**src/rtl/crc_eng_pkg.sv**
```systemverilog
package crc_eng_pkg;

   localparam int DW      = 32;
   localparam int ADDR_W  = 4;

   typedef enum logic [3:0] {
      MODE_OFF    = 4'd0,
      MODE_COPY   = 4'd1,
      MODE_FILL   = 4'd2,
      MODE_CALC   = 4'd3,
      MODE_VERIFY = 4'd4
   } crc_mode_e;

   localparam logic [ADDR_W-1:0] A_CTRL   = 4'd0;
   localparam logic [ADDR_W-1:0] A_COUNT  = 4'd1;
   localparam logic [ADDR_W-1:0] A_CMP    = 4'd2;
   localparam logic [ADDR_W-1:0] A_POLY   = 4'd3;
   localparam logic [ADDR_W-1:0] A_CUR    = 4'd4;
   localparam logic [ADDR_W-1:0] A_DATA   = 4'd5;
   localparam logic [ADDR_W-1:0] A_STAT   = 4'd6;
   localparam logic [ADDR_W-1:0] A_IENSET = 4'd7;
   localparam logic [ADDR_W-1:0] A_IENCLR = 4'd8;
   localparam logic [ADDR_W-1:0] A_RESULT = 4'd9;

   // control bit positions
   localparam int C_EN    = 0;
   localparam int C_BITM  = 16;
   localparam int C_BYTM  = 17;
   localparam int C_HSWP  = 18;
   localparam int C_RESM  = 20;
   localparam int C_POLYM = 21;
   localparam int C_CMPM  = 22;

   // status bit positions
   localparam int S_CERR  = 1;
   localparam int S_EXP   = 4;
   localparam int S_OVF   = 8;
   localparam int S_ROOM  = 16;
   localparam int S_READY = 19;

   localparam logic [DW-1:0] IEN_MASK = (DW'(1) << S_CERR) | (DW'(1) << S_EXP);

   function automatic logic [DW-1:0] rev_bits(input logic [DW-1:0] v);
      logic [DW-1:0] r;
      for (int i = 0; i < DW; i++) r[i] = v[DW-1-i];
      return r;
   endfunction

endpackage

```
**src/rtl/crc_word_mirror.sv**
```systemverilog
module crc_word_mirror #(
   parameter int DW = 32
) (
   input  logic [DW-1:0] din,
   input  logic          bit_rev,
   input  logic          byte_rev,
   input  logic          half_swap,
   output logic [DW-1:0] dout
);
   localparam int NB = DW / 8;
   localparam int HW = DW / 2;

   logic [DW-1:0] s_bits;
   logic [DW-1:0] s_bytes;

   if ((DW % 16) != 0) begin : g_bad_width
      $error("crc_word_mirror: DW must be a multiple of 16");
   end

   for (genvar b = 0; b < NB; b++) begin : g_byte
      for (genvar k = 0; k < 8; k++) begin : g_bit
         assign s_bits[b*8+k] = bit_rev ? din[b*8+7-k] : din[b*8+k];
      end
      assign s_bytes[b*8 +: 8] = byte_rev ? s_bits[(NB-1-b)*8 +: 8] : s_bits[b*8 +: 8];
   end

   assign dout = half_swap ? {s_bytes[HW-1:0], s_bytes[DW-1:HW]} : s_bytes;

endmodule

```
**src/rtl/crc_fold.sv**
```systemverilog
module crc_fold #(
   parameter int DW = 32
) (
   input  logic [DW-1:0] crc_in,
   input  logic [DW-1:0] word,
   input  logic [DW-1:0] poly,
   output logic [DW-1:0] crc_out
);
   function automatic logic [DW-1:0] fold_word(input logic [DW-1:0] c,
                                               input logic [DW-1:0] d,
                                               input logic [DW-1:0] p);
      logic [DW-1:0] acc;
      acc = c ^ d;
      for (int i = 0; i < DW; i++) begin
         if (acc[DW-1]) acc = (acc << 1) ^ p;
         else           acc = acc << 1;
      end
      return acc;
   endfunction

   always_comb crc_out = fold_word(crc_in, word, poly);

endmodule

```
**src/rtl/crc_in_fifo.sv**
```systemverilog
module crc_in_fifo #(
   parameter int DW    = 32,
   parameter int DEPTH = 4
) (
   input  logic                       clk,
   input  logic                       rst_n,
   input  logic                       push,
   input  logic [DW-1:0]              din,
   input  logic                       pop,
   output logic [DW-1:0]              dout,
   output logic                       full,
   output logic                       empty,
   output logic [$clog2(DEPTH+1)-1:0] level
);
   localparam int PW = (DEPTH > 1) ? $clog2(DEPTH) : 1;
   localparam int CW = $clog2(DEPTH+1);

   logic [DW-1:0] mem [DEPTH];
   logic [PW-1:0] wp, rp;
   logic          do_push, do_pop;

   if (DEPTH < 2) begin : g_bad_depth
      $error("crc_in_fifo: DEPTH must be at least 2");
   end

   assign full    = (level == CW'(DEPTH));
   assign empty   = (level == '0);
   assign do_push = push && !full;
   assign do_pop  = pop && !empty;
   assign dout    = mem[rp];

   always_ff @(posedge clk) begin
      if (do_push) mem[wp] <= din;
   end

   always_ff @(posedge clk or negedge rst_n) begin
      if (!rst_n) begin
         wp    <= '0;
         rp    <= '0;
         level <= '0;
      end else begin
         if (do_push) wp <= (wp == PW'(DEPTH-1)) ? '0 : wp + 1'b1;
         if (do_pop)  rp <= (rp == PW'(DEPTH-1)) ? '0 : rp + 1'b1;
         if (do_push && !do_pop)      level <= level + 1'b1;
         else if (do_pop && !do_push) level <= level - 1'b1;
      end
   end

endmodule

```
**src/rtl/crc_engine.sv**
```systemverilog
module crc_engine
   import crc_eng_pkg::*;
#(
   parameter int          FIFO_DEPTH = 4,
   parameter int          LUT_CYCLES = 8,
   parameter logic [31:0] POLY_RESET = 32'h04C1_1DB7
) (
   input  logic        clk,
   input  logic        rst_n,
   input  logic        bus_wr,
   input  logic [3:0]  bus_addr,
   input  logic [31:0] bus_wdata,
   output logic [31:0] bus_rdata,
   output logic        irq
);
   localparam int LVL_W = $clog2(FIFO_DEPTH+1);
   localparam int LCW   = $clog2(LUT_CYCLES+1);

   if (LUT_CYCLES < 1) begin : g_bad_lut
      $error("crc_engine: LUT_CYCLES must be at least 1");
   end

   logic [DW-1:0]    ctrl_q, cnt_q, cmp_q, poly_q, run_q, res_q, ien_q;
   logic             st_cerr, st_exp, st_ovf;
   logic [LCW-1:0]   lut_cnt;
   logic             lut_done;

   logic             wr_ctrl, wr_cnt, wr_cmp, wr_poly, wr_cur, wr_data, wr_stat, wr_iset, wr_iclr;
   logic [DW-1:0]    fifo_dout, word_m, poly_eff, cmp_eff, fold_out, run_next, st_vec;
   logic             fifo_full, fifo_empty, pop, folds, expire;
   logic [LVL_W-1:0] fifo_level;
   crc_mode_e        mode;

   // register write decode
   assign wr_ctrl = bus_wr && (bus_addr == A_CTRL);
   assign wr_cnt  = bus_wr && (bus_addr == A_COUNT);
   assign wr_cmp  = bus_wr && (bus_addr == A_CMP);
   assign wr_poly = bus_wr && (bus_addr == A_POLY);
   assign wr_cur  = bus_wr && (bus_addr == A_CUR);
   assign wr_data = bus_wr && (bus_addr == A_DATA);
   assign wr_stat = bus_wr && (bus_addr == A_STAT);
   assign wr_iset = bus_wr && (bus_addr == A_IENSET);
   assign wr_iclr = bus_wr && (bus_addr == A_IENCLR);

   assign mode     = crc_mode_e'(ctrl_q[7:4]);
   assign lut_done = (lut_cnt == '0);
   assign pop      = ctrl_q[C_EN] && !fifo_empty && (cnt_q != '0) && lut_done;
   assign folds    = (mode == MODE_CALC) || (mode == MODE_COPY);
   assign expire   = pop && (cnt_q == DW'(1)) && !wr_cnt;
   assign poly_eff = ctrl_q[C_POLYM] ? rev_bits(poly_q) : poly_q;
   assign cmp_eff  = ctrl_q[C_CMPM]  ? rev_bits(cmp_q)  : cmp_q;
   assign run_next = (pop && folds) ? fold_out : run_q;

   crc_in_fifo #(.DW(DW), .DEPTH(FIFO_DEPTH)) u_fifo (
      .clk   (clk),
      .rst_n (rst_n),
      .push  (wr_data),
      .din   (bus_wdata),
      .pop   (pop),
      .dout  (fifo_dout),
      .full  (fifo_full),
      .empty (fifo_empty),
      .level (fifo_level)
   );

   crc_word_mirror #(.DW(DW)) u_mirror (
      .din       (fifo_dout),
      .bit_rev   (ctrl_q[C_BITM]),
      .byte_rev  (ctrl_q[C_BYTM]),
      .half_swap (ctrl_q[C_HSWP]),
      .dout      (word_m)
   );

   crc_fold #(.DW(DW)) u_fold (
      .crc_in  (run_q),
      .word    (word_m),
      .poly    (poly_eff),
      .crc_out (fold_out)
   );

   // configuration registers
   always_ff @(posedge clk or negedge rst_n) begin
      if (!rst_n) begin
         ctrl_q <= '0;
         cmp_q  <= '0;
         poly_q <= POLY_RESET;
         ien_q  <= '0;
      end else begin
         if (wr_ctrl) ctrl_q <= bus_wdata;
         if (wr_cmp)  cmp_q  <= bus_wdata;
         if (wr_poly) poly_q <= bus_wdata;
         if (wr_iset)      ien_q <= ien_q | (bus_wdata & IEN_MASK);
         else if (wr_iclr) ien_q <= ien_q & ~(bus_wdata & IEN_MASK);
      end
   end

   // polynomial preparation timer
   always_ff @(posedge clk or negedge rst_n) begin
      if (!rst_n)             lut_cnt <= '0;
      else if (wr_poly)       lut_cnt <= LCW'(LUT_CYCLES);
      else if (!lut_done)     lut_cnt <= lut_cnt - 1'b1;
   end

   // datapath state: count, running checksum, result
   always_ff @(posedge clk or negedge rst_n) begin
      if (!rst_n) begin
         cnt_q <= '0;
         run_q <= '0;
         res_q <= '0;
      end else begin
         if (wr_cnt)   cnt_q <= bus_wdata;
         else if (pop) cnt_q <= cnt_q - 1'b1;
         if (wr_cur)   run_q <= bus_wdata;
         else          run_q <= run_next;
         if (wr_cur)      res_q <= bus_wdata;
         else if (expire) res_q <= run_next;
      end
   end

   // status flags: set has priority over write-one-to-clear
   always_ff @(posedge clk or negedge rst_n) begin
      if (!rst_n) begin
         st_cerr <= 1'b0;
         st_exp  <= 1'b0;
         st_ovf  <= 1'b0;
      end else begin
         if ((expire && (mode == MODE_CALC) && (run_next != cmp_eff)) ||
             (pop && (mode == MODE_VERIFY) && (word_m != cmp_eff)))
            st_cerr <= 1'b1;
         else if (wr_stat && bus_wdata[S_CERR])
            st_cerr <= 1'b0;
         if (expire)                             st_exp <= 1'b1;
         else if (wr_stat && bus_wdata[S_EXP])   st_exp <= 1'b0;
         if (wr_data && fifo_full)               st_ovf <= 1'b1;
         else if (wr_stat && bus_wdata[S_OVF])   st_ovf <= 1'b0;
      end
   end

   always_comb begin
      st_vec          = '0;
      st_vec[S_CERR]  = st_cerr;
      st_vec[S_EXP]   = st_exp;
      st_vec[S_OVF]   = st_ovf;
      st_vec[S_ROOM]  = !fifo_full;
      st_vec[S_READY] = lut_done;
   end

   assign irq = |(st_vec & ien_q);

   always_comb begin
      case (bus_addr)
         A_CTRL:   bus_rdata = ctrl_q;
         A_COUNT:  bus_rdata = cnt_q;
         A_CMP:    bus_rdata = cmp_q;
         A_POLY:   bus_rdata = poly_q;
         A_CUR:    bus_rdata = run_q;
         A_STAT:   bus_rdata = st_vec;
         A_IENSET: bus_rdata = ien_q;
         A_IENCLR: bus_rdata = ien_q;
         A_RESULT: bus_rdata = ctrl_q[C_RESM] ? rev_bits(res_q) : res_q;
         default:  bus_rdata = '0;
      endcase
   end

endmodule

```
**config.mk**
```make
export PLATFORM = sky130hd
export DESIGN_NAME = crc_engine
export DESIGN_NICKNAME = d
export VERILOG_FILES = /design/src/rtl/crc_eng_pkg.sv /design/src/rtl/crc_word_mirror.sv /design/src/rtl/crc_fold.sv /design/src/rtl/crc_in_fifo.sv /design/src/rtl/crc_engine.sv
export SDC_FILE = /design/constraint.sdc
export NUM_CORES = 2
export LEC_CHECK = 0
export ABC_AREA = 1
export BUFFER_PORTS_ARGS = -buffer_cell sky130_fd_sc_hd__buf_2
export CELL_PAD_IN_SITES_DETAIL_PLACEMENT = 0
export CELL_PAD_IN_SITES_GLOBAL_PLACEMENT = 1
export CORE_MARGIN = 1.5
export CORE_UTILIZATION = 50
export DETAILED_ROUTE_END_ITERATION = 12
export GPL_TIMING_DRIVEN = 0
export HOLD_SLACK_MARGIN = 0.05
export PLACE_DENSITY = 0.84
export SLEW_MARGIN = 20
export SYNTH_ARGS = -nofsm -noshare
export SYNTH_HDL_FRONTEND = slang
export SYNTH_SLANG_ARGS = --single-unit
export TNS_END_PERCENT = 1
```
**constraint.sdc**
```tcl
create_clock -name clk -period 15.65 [get_ports clk]
set_input_delay 3.13 -clock clk [delete_from_list [all_inputs] [get_ports clk]]
set_output_delay 3.13 -clock clk [all_outputs]
set_load 0.02 [all_outputs]
```
### After elaboration in Yosys (flattened, before gate mapping)

Memory sizes are Yosys's and may differ from the RTL's.
Index checks and enable logic that the tools add are counted.

* register bits after elaboration: 238
* bits in writable memories: 128
* memories kept: 1

Memories
* u_fifo.mem: words 4, width 32, read ports 1, clocked after memory_dff 0, write ports 1, RTL line crc_in_fifo.sv:18 `logic [DW-1:0] mem [DEPTH];`

* add/subtract/negate cells: 6
* eq/ne operators: 19
* muxes and demuxes: 95
* bitwise gates (word level): 37
* reductions and logical operators: 47

Operators with widths (number)
* 32-bit two-way mux: 44
* 32-bit XOR: 33
* 32-bit one-hot mux with 8 select lines: 1
* 32-bit != test: 2
* 1-bit two-way mux: 40
* 20-bit by 32-bit bitwise AND with 32-bit output: 1
* 32-bit bitwise AND: 1
* 32-bit by 1-bit == test with 1-bit output (second input constant): 1
* 8-bit two-way mux: 4
* 5-bit NOT with 32-bit output: 1
* 32-bit by 5-bit OR with 32-bit output: 1
* 32-bit nonzero test: 1
* 32-bit OR reduction: 1
* 32-bit by 1-bit subtractor with 32-bit output (second input constant): 1
* 1-bit logical AND: 27
* 4-bit by 3-bit == test with 1-bit output (second input constant): 5
* 2-bit nonzero test: 7
* 4-bit by 2-bit == test with 1-bit output (second input constant): 3
* 4-bit by 1-bit == test with 1-bit output (second input constant): 2
* 4-bit == test (second input constant): 2
* 4-bit zero test: 2
* 4-bit two-way mux: 2
* 3-bit two-way mux: 2
* 1-bit zero test: 5
* 11 further kinds: 15

### Depth between registers and ports, before layout

An unclocked memory read counts as a cell.

* depth in word-level cells: 74
* gate-level depth with buffers: 128

### Cells and area by module

Synthesis repeated with hierarchy kept, for this count alone.

* cell total of the unflattened synthesis: 5521
* area total of the unflattened synthesis: 36417.4 µm²

Modules (own cells, without submodules)
* crc_fold: times used 1, cells each 3084, area an instance 17327.9 µm², seq. area each 0.0 µm²
* crc_engine: times used 1, cells each 1755, area an instance 12439.4 µm², seq. area each 5047.3 µm²
* crc_in_fifo: times used 1, cells each 434, area an instance 5494.0 µm², seq. area each 4018.9 µm²
* crc_word_mirror: times used 1, cells each 248, area an instance 1156.1 µm², seq. area each 0.0 µm²

### Worst setup path before layout

Ideal clock, no wire load.

* path type: register to register
* start point: reg u_fifo.rp[0]
* end point: reg st_cerr
* library setup time: 0.121 ns
* arrival: 9.561 ns
* setup slack: 5.968 ns
* cell stages (with the launch flop): 113
* cells stage by stage: dfrtp_1 -> inv_2 -> buf_6 -> buf_4 -> nand2_1 -> nand3_1 -> nand3_1 -> nand3_1 -> nand3_1 -> nand2_1 -> nand2_1 -> nand2_1 -> nand3_1 -> nand2_2 -> nand2_1 -> nand2_1 -> nand2_2 -> nor2_1 -> (+77 left out) -> nand2_2 -> buf_6 -> nand3_2 -> nand2_2 -> buf_6 -> nand3_1 -> nand2_1 -> nand2_1 -> nand2_1 -> inv_1 -> a21oi_1 -> nand2_1 -> nor2_1 -> nand2_1 -> nor2_1 -> nand2_1 -> nand2_1 -> nand2_1

* word-level cells in the longest chain between the ends: 73

Ends and longest elaborated chain
* start: declaration: RTL line crc_in_fifo.sv:19 `logic [PW-1:0] wp, rp;`
* start signal: assignment: RTL line crc_in_fifo.sv:43 `if (do_pop) rp <= (rp == PW'(DEPTH-1)) ? '0 : rp + 1'b1;`
* memory 4 x 32 bit *
* 1-bit two-way mux: RTL line crc_word_mirror.sv:22 `assign s_bits[b*8+k] = bit_rev ? din[b*8+7-k] : din[b*8+k];`
* 8-bit two-way mux: RTL line crc_word_mirror.sv:24 `assign s_bytes[b*8 +: 8] = byte_rev ? s_bits[(NB-1-b)*8 +: 8] : s_bits[b*8 +: 8];`
* 32-bit two-way mux *: RTL line crc_word_mirror.sv:27 `assign dout = half_swap ? {s_bytes[HW-1:0], s_bytes[DW-1:HW]} : s_bytes;`
* 32-bit XOR: RTL line crc_fold.sv:13 `acc = c ^ d;`
* 32-bit XOR or 32-bit two-way mux (tied branches): RTL line crc_fold.sv:15 `if (acc[DW-1]) acc = (acc << 1) ^ p;`
* 32-bit two-way mux or 32-bit XOR (tied branches): RTL line crc_fold.sv:15
* 32-bit XOR or 32-bit two-way mux (tied branches): RTL line crc_fold.sv:15
* (+57 left out)
* 32-bit XOR or 32-bit two-way mux (tied branches): RTL line crc_fold.sv:15
* 32-bit two-way mux or 32-bit XOR (tied branches): RTL line crc_fold.sv:15
* 32-bit two-way mux: RTL line crc_fold.sv:15
* 32-bit two-way mux: RTL line crc_engine.sv:52 `assign run_next = (pop && folds) ? fold_out : run_q;`
* 32-bit != test: RTL line crc_engine.sv:127 `if ((expire && (mode == MODE_CALC) && (run_next != cmp_eff)) ||`
* 1-bit logical AND: RTL line crc_engine.sv:127
* 1-bit logical OR *: RTL line crc_engine.sv:127
* 1-bit two-way mux or 2-bit nonzero test (tied branches)
* end signal: assignment: RTL line crc_engine.sv:123 `st_cerr <= 1'b0;`
* end signal: assignment: RTL line crc_engine.sv:129 `st_cerr <= 1'b1;`
* end signal: assignment: RTL line crc_engine.sv:131 `st_cerr <= 1'b0;`
* end: declaration: RTL line crc_engine.sv:24 `logic st_cerr, st_exp, st_ovf;`

Mark *: on every way between the ends. The rest lies on a longest branch, timed or not.
A chain may end at the register's enable or synchronous reset.

### Worst setup path after layout

* start point: reg ctrl_q[16]
* end point: reg res_q[31]

* word-level cells in the longest chain between the ends: 70

Ends and longest elaborated chain
* start: declaration: RTL line crc_engine.sv:23 `logic [DW-1:0] ctrl_q, cnt_q, cmp_q, poly_q, run_q, res_q, ien_q;`
* start signal: assignment: RTL line crc_engine.sv:89 `if (wr_ctrl) ctrl_q <= bus_wdata;`
* 1-bit two-way mux: RTL line crc_word_mirror.sv:22
* 8-bit two-way mux: RTL line crc_word_mirror.sv:24
* 32-bit two-way mux *: RTL line crc_word_mirror.sv:27
* 32-bit XOR *: RTL line crc_fold.sv:13
* 32-bit two-way mux *: RTL line crc_fold.sv:15
* 32-bit XOR or 32-bit two-way mux (tied branches): RTL line crc_fold.sv:15
* 32-bit two-way mux *: RTL line crc_fold.sv:15
* 32-bit XOR or 32-bit two-way mux (tied branches): RTL line crc_fold.sv:15
* (+54 left out)
* 32-bit two-way mux *: RTL line crc_fold.sv:15
* 32-bit XOR or 32-bit two-way mux (tied branches): RTL line crc_fold.sv:15
* 32-bit two-way mux *: RTL line crc_fold.sv:15
* 32-bit XOR or 32-bit two-way mux (tied branches): RTL line crc_fold.sv:15
* 32-bit two-way mux *: RTL line crc_fold.sv:15
* 32-bit two-way mux *: RTL line crc_engine.sv:52
* 32-bit two-way mux *: RTL line crc_engine.sv:116 `else if (expire) res_q <= run_next;`
* 32-bit two-way mux *: RTL line crc_engine.sv:115 `if (wr_cur) res_q <= bus_wdata;`
* end signal: assignment: RTL line crc_engine.sv:115
* end signal: assignment: RTL line crc_engine.sv:116
* end: declaration: RTL line crc_engine.sv:23

Mark *: on every way between the ends. The rest lies on a longest branch, timed or not. The select of a mux whose other input is x is not followed.

==> reports/summary.txt <==
status -> finished clean
period utilisation layout -> 0.8616
initial antenna violation count -> 5
largest net degree at the start of global routing -> 93
die width -> 274.1 um
DRT iter0 DRCs -> 3,641
num rows -> 99
most used cell, CP -> nand2_1
IO Port Bufs -> 70
final wirelength -> 155,100 um
clock slew at reported path FFs -> 0.07 ns
mapped cell area -> 36,740 um^2
Critical Path RT -> 16.09 ns
Mapped Cells -> 5,914
Wirelength per Cell -> 22.10 um
Final GP Congestion -> 1.055
clock skew -> 0.02688 ns
via count -> 39,000
CTS root buffer -> clkbuf_16
CP arrival -> 13.93 ns
Mapped Avg Cell Area -> 6.212 um^2
GRT Util Overall -> 0.4050
Crit Path Max Fanout -> 10
syn nets -> 5,965
Detail Placement HPWL -> 123,600 um
P&R area growth vs syn -> 8.166%
max frequency -> 0.07416 GHz
vias in the first global route -> 35,133
Final min period -> 13.48 ns
post-synthesis async set-or-reset flop share -> 0.6190
Post-Place Worst Slack -> 2.463 ns
commonest non-fill, non-tap cell in the layout -> nand2_1
RSZ-0062 raised after global routing -> false
Worst setup EP type -> register
Filler cells -> 7,499
Setup TNS -> 0 ns
clock tree buffer depth -> 3
detailed-route vias per instance -> 5.559
Core Footprint -> 72,830 um^2
Worst-Margin Slew -> 1.267 ns
Multi-input gate area -> 24,090 um^2
DRC violations left -> 0
Setup CP Type -> register to register
Post-CTS Setup Bufs -> 0
final number of setup-violating endpoints -> 0
Most used DFF post-synth -> dfrtp_1
CTS tree -> built
worst-skew pair later-pin latency -> 0.55 ns
Fin. Hold Viols -> 0
post-route ant nets -> 0
commonest non-fill, non-tap cells in the layout -> nand2_1 (2,301), nand3_1 (655), xor2_1 (537), inv_1 (481), nor2_1 (317)
1st-pass router iterations -> 6
Max stage delay on crit path -> 0.91 ns
synth unique cells -> 53
cts repair resizes -> 0
layout cell share with drive strength beyond 1 -> 0.07034
FF/Latch Area -> 9066 um^2
total grt overflow -> 0
fin nets -> 6,081
slowest CP cell -> o21ai_0
die outline area -> 75,110 um^2
Tightest Hold Check Type -> register to register
H-tree Lvls -> 2
TritonCTS buffer count -> 35
fin worst setup slack -> 2.165 ns
Final Max Slew Viols -> 0
Post-synth EDFFs -> 128
worst rel slew slack -> 0.1552
maximum capacitance violations -> 0
die height -> 274.1 um
first-pass GRT wire length -> 225,800 um
register area share after synthesis -> 0.2468
Startpoint Class -> register
#FFs+latches synth -> 336
yosys warns -> 0
clock sink count -> 336
# IOs -> 72
Initial Utilization -> 0.5044
cts hold-fix bufs -> 0
==> per-layer routing <==
metal	global-route usage	vias up	wire length, um
met1	0.4893	17955	60620
met5	0	-	45
met2	0.6579	1714	69490
met4	0.2896	4	12930
li1	-	18872	-
met3	0.06279	455	11990
==> logic make-up (layout without fill, tap and decap cells) <==
kind of cell | Yosys count | in the layout | share of synthesized area
mux | 4 | 4 | 0.001226
fa+ha+maj | 12 | 12 | 0.004291
compound gates | 488 | 488 | 0.07676
other cells | 0 | 1 | 0
flops | 336 | 336 | 0.2468
buf+inv | 859 | 1001 | 0.09934
simple gates | 3479 | 3479 | 0.3960
xor+xnor | 736 | 736 | 0.1757
==> worst paths after layout <==
kind / start / to / slack, ns / depth (start not counted)
max: ctrl_q[16]$_DFFE_PN0P_ / res_q[31]$_DFFE_PN0P_ / 2.17 / 97
min: ctrl_q[12]$_DFFE_PN0P_ / ctrl_q[12]$_DFFE_PN0P_ / 0.49 / 2
max reg2reg: ctrl_q[16]$_DFFE_PN0P_ / res_q[31]$_DFFE_PN0P_ / 2.17 / 97
min reg2reg: ctrl_q[12]$_DFFE_PN0P_ / ctrl_q[12]$_DFFE_PN0P_ / 0.49 / 2
max in group asynchronous: rst_n / poly_q[22]$_DFFE_PN1P_ / 11.83 / 3
min in group asynchronous: rst_n / ctrl_q[14]$_DFFE_PN0P_ / 2.63 / 1
==> cell type report <==
class | count | share of cell area
antenna | 1 | 0.00006297
buffer | 343 | 0.04310
clock buffer | 47 | 0.02497
clock inverter | 16 | 0.004628
inverter | 516 | 0.04874
multi-input combinational | 4719 | 0.6062
sequential | 336 | 0.2281
tap | 959 | 0.03019
timing repair buffer | 79 | 0.01398
==> Yosys cell counts, drive strengths merged (15+ instances only) <==
cell | number | share of area
nand4 | 51 | 0.0089
a21oi | 27 | 0.0037
xnor2 | 198 | 0.047
o221ai | 28 | 0.0067
xor2 | 538 | 0.13
clkbuf | 161 | 0.017
dfrtp | 194 | 0.13
edfxtp | 128 | 0.10
clkinv | 18 | 0.0018
nand2 | 2370 | 0.25
o21ai | 343 | 0.047
o2111ai | 19 | 0.0045
buf | 182 | 0.030
or2 | 15 | 0.0026
a221oi | 28 | 0.0067
nor3 | 16 | 0.0022
nor2 | 334 | 0.036
nand3 | 676 | 0.095
inv | 498 | 0.051
==> state kept, by name (all words and copies together) (netlist names), 2 cells and up, named ones only <==
name and cells:
cmp_q 32, run_q 32, lut_cnt 4, u_fifo.level 3, ctrl_q 32, u_fifo.wp 2, u_fifo.rp 2, u_fifo.mem 128
res_q 32, cnt_q 32, poly_q 32
==> worst max-delay path: cells and delay by family (launching register included) <==
| family | cells | cell delay, ns |
|---|---|---|
| flops | 1 | 0.40 |
| compound gates | 3 | 1.26 |
| simple gates | 79 | 9.24 |
| xor+xnor | 1 | 0.36 |
| buf+inv | 14 | 2.12 |
==> metrics by stage <==
step | hold slack [ns] | cells | utilization | area, um^2
global placement | 0.4666 | 6943 | 0.5257 | 38290
detailed placement | 0.4744 | 6952 | 0.5294 | 38560
finish | 0.4922 | 7016 | 0.5456 | 39740
CTS | 0.4896 | 7015 | 0.5456 | 39740
floorplan | 0.4530 | 5914 | - | 36740
global route | 0.5097 | 7015 | 0.5456 | 39740
Power is left out: the tool's default activity adds up to more than one toggle a clock period on the data nets, which glitch-free logic cannot reach.
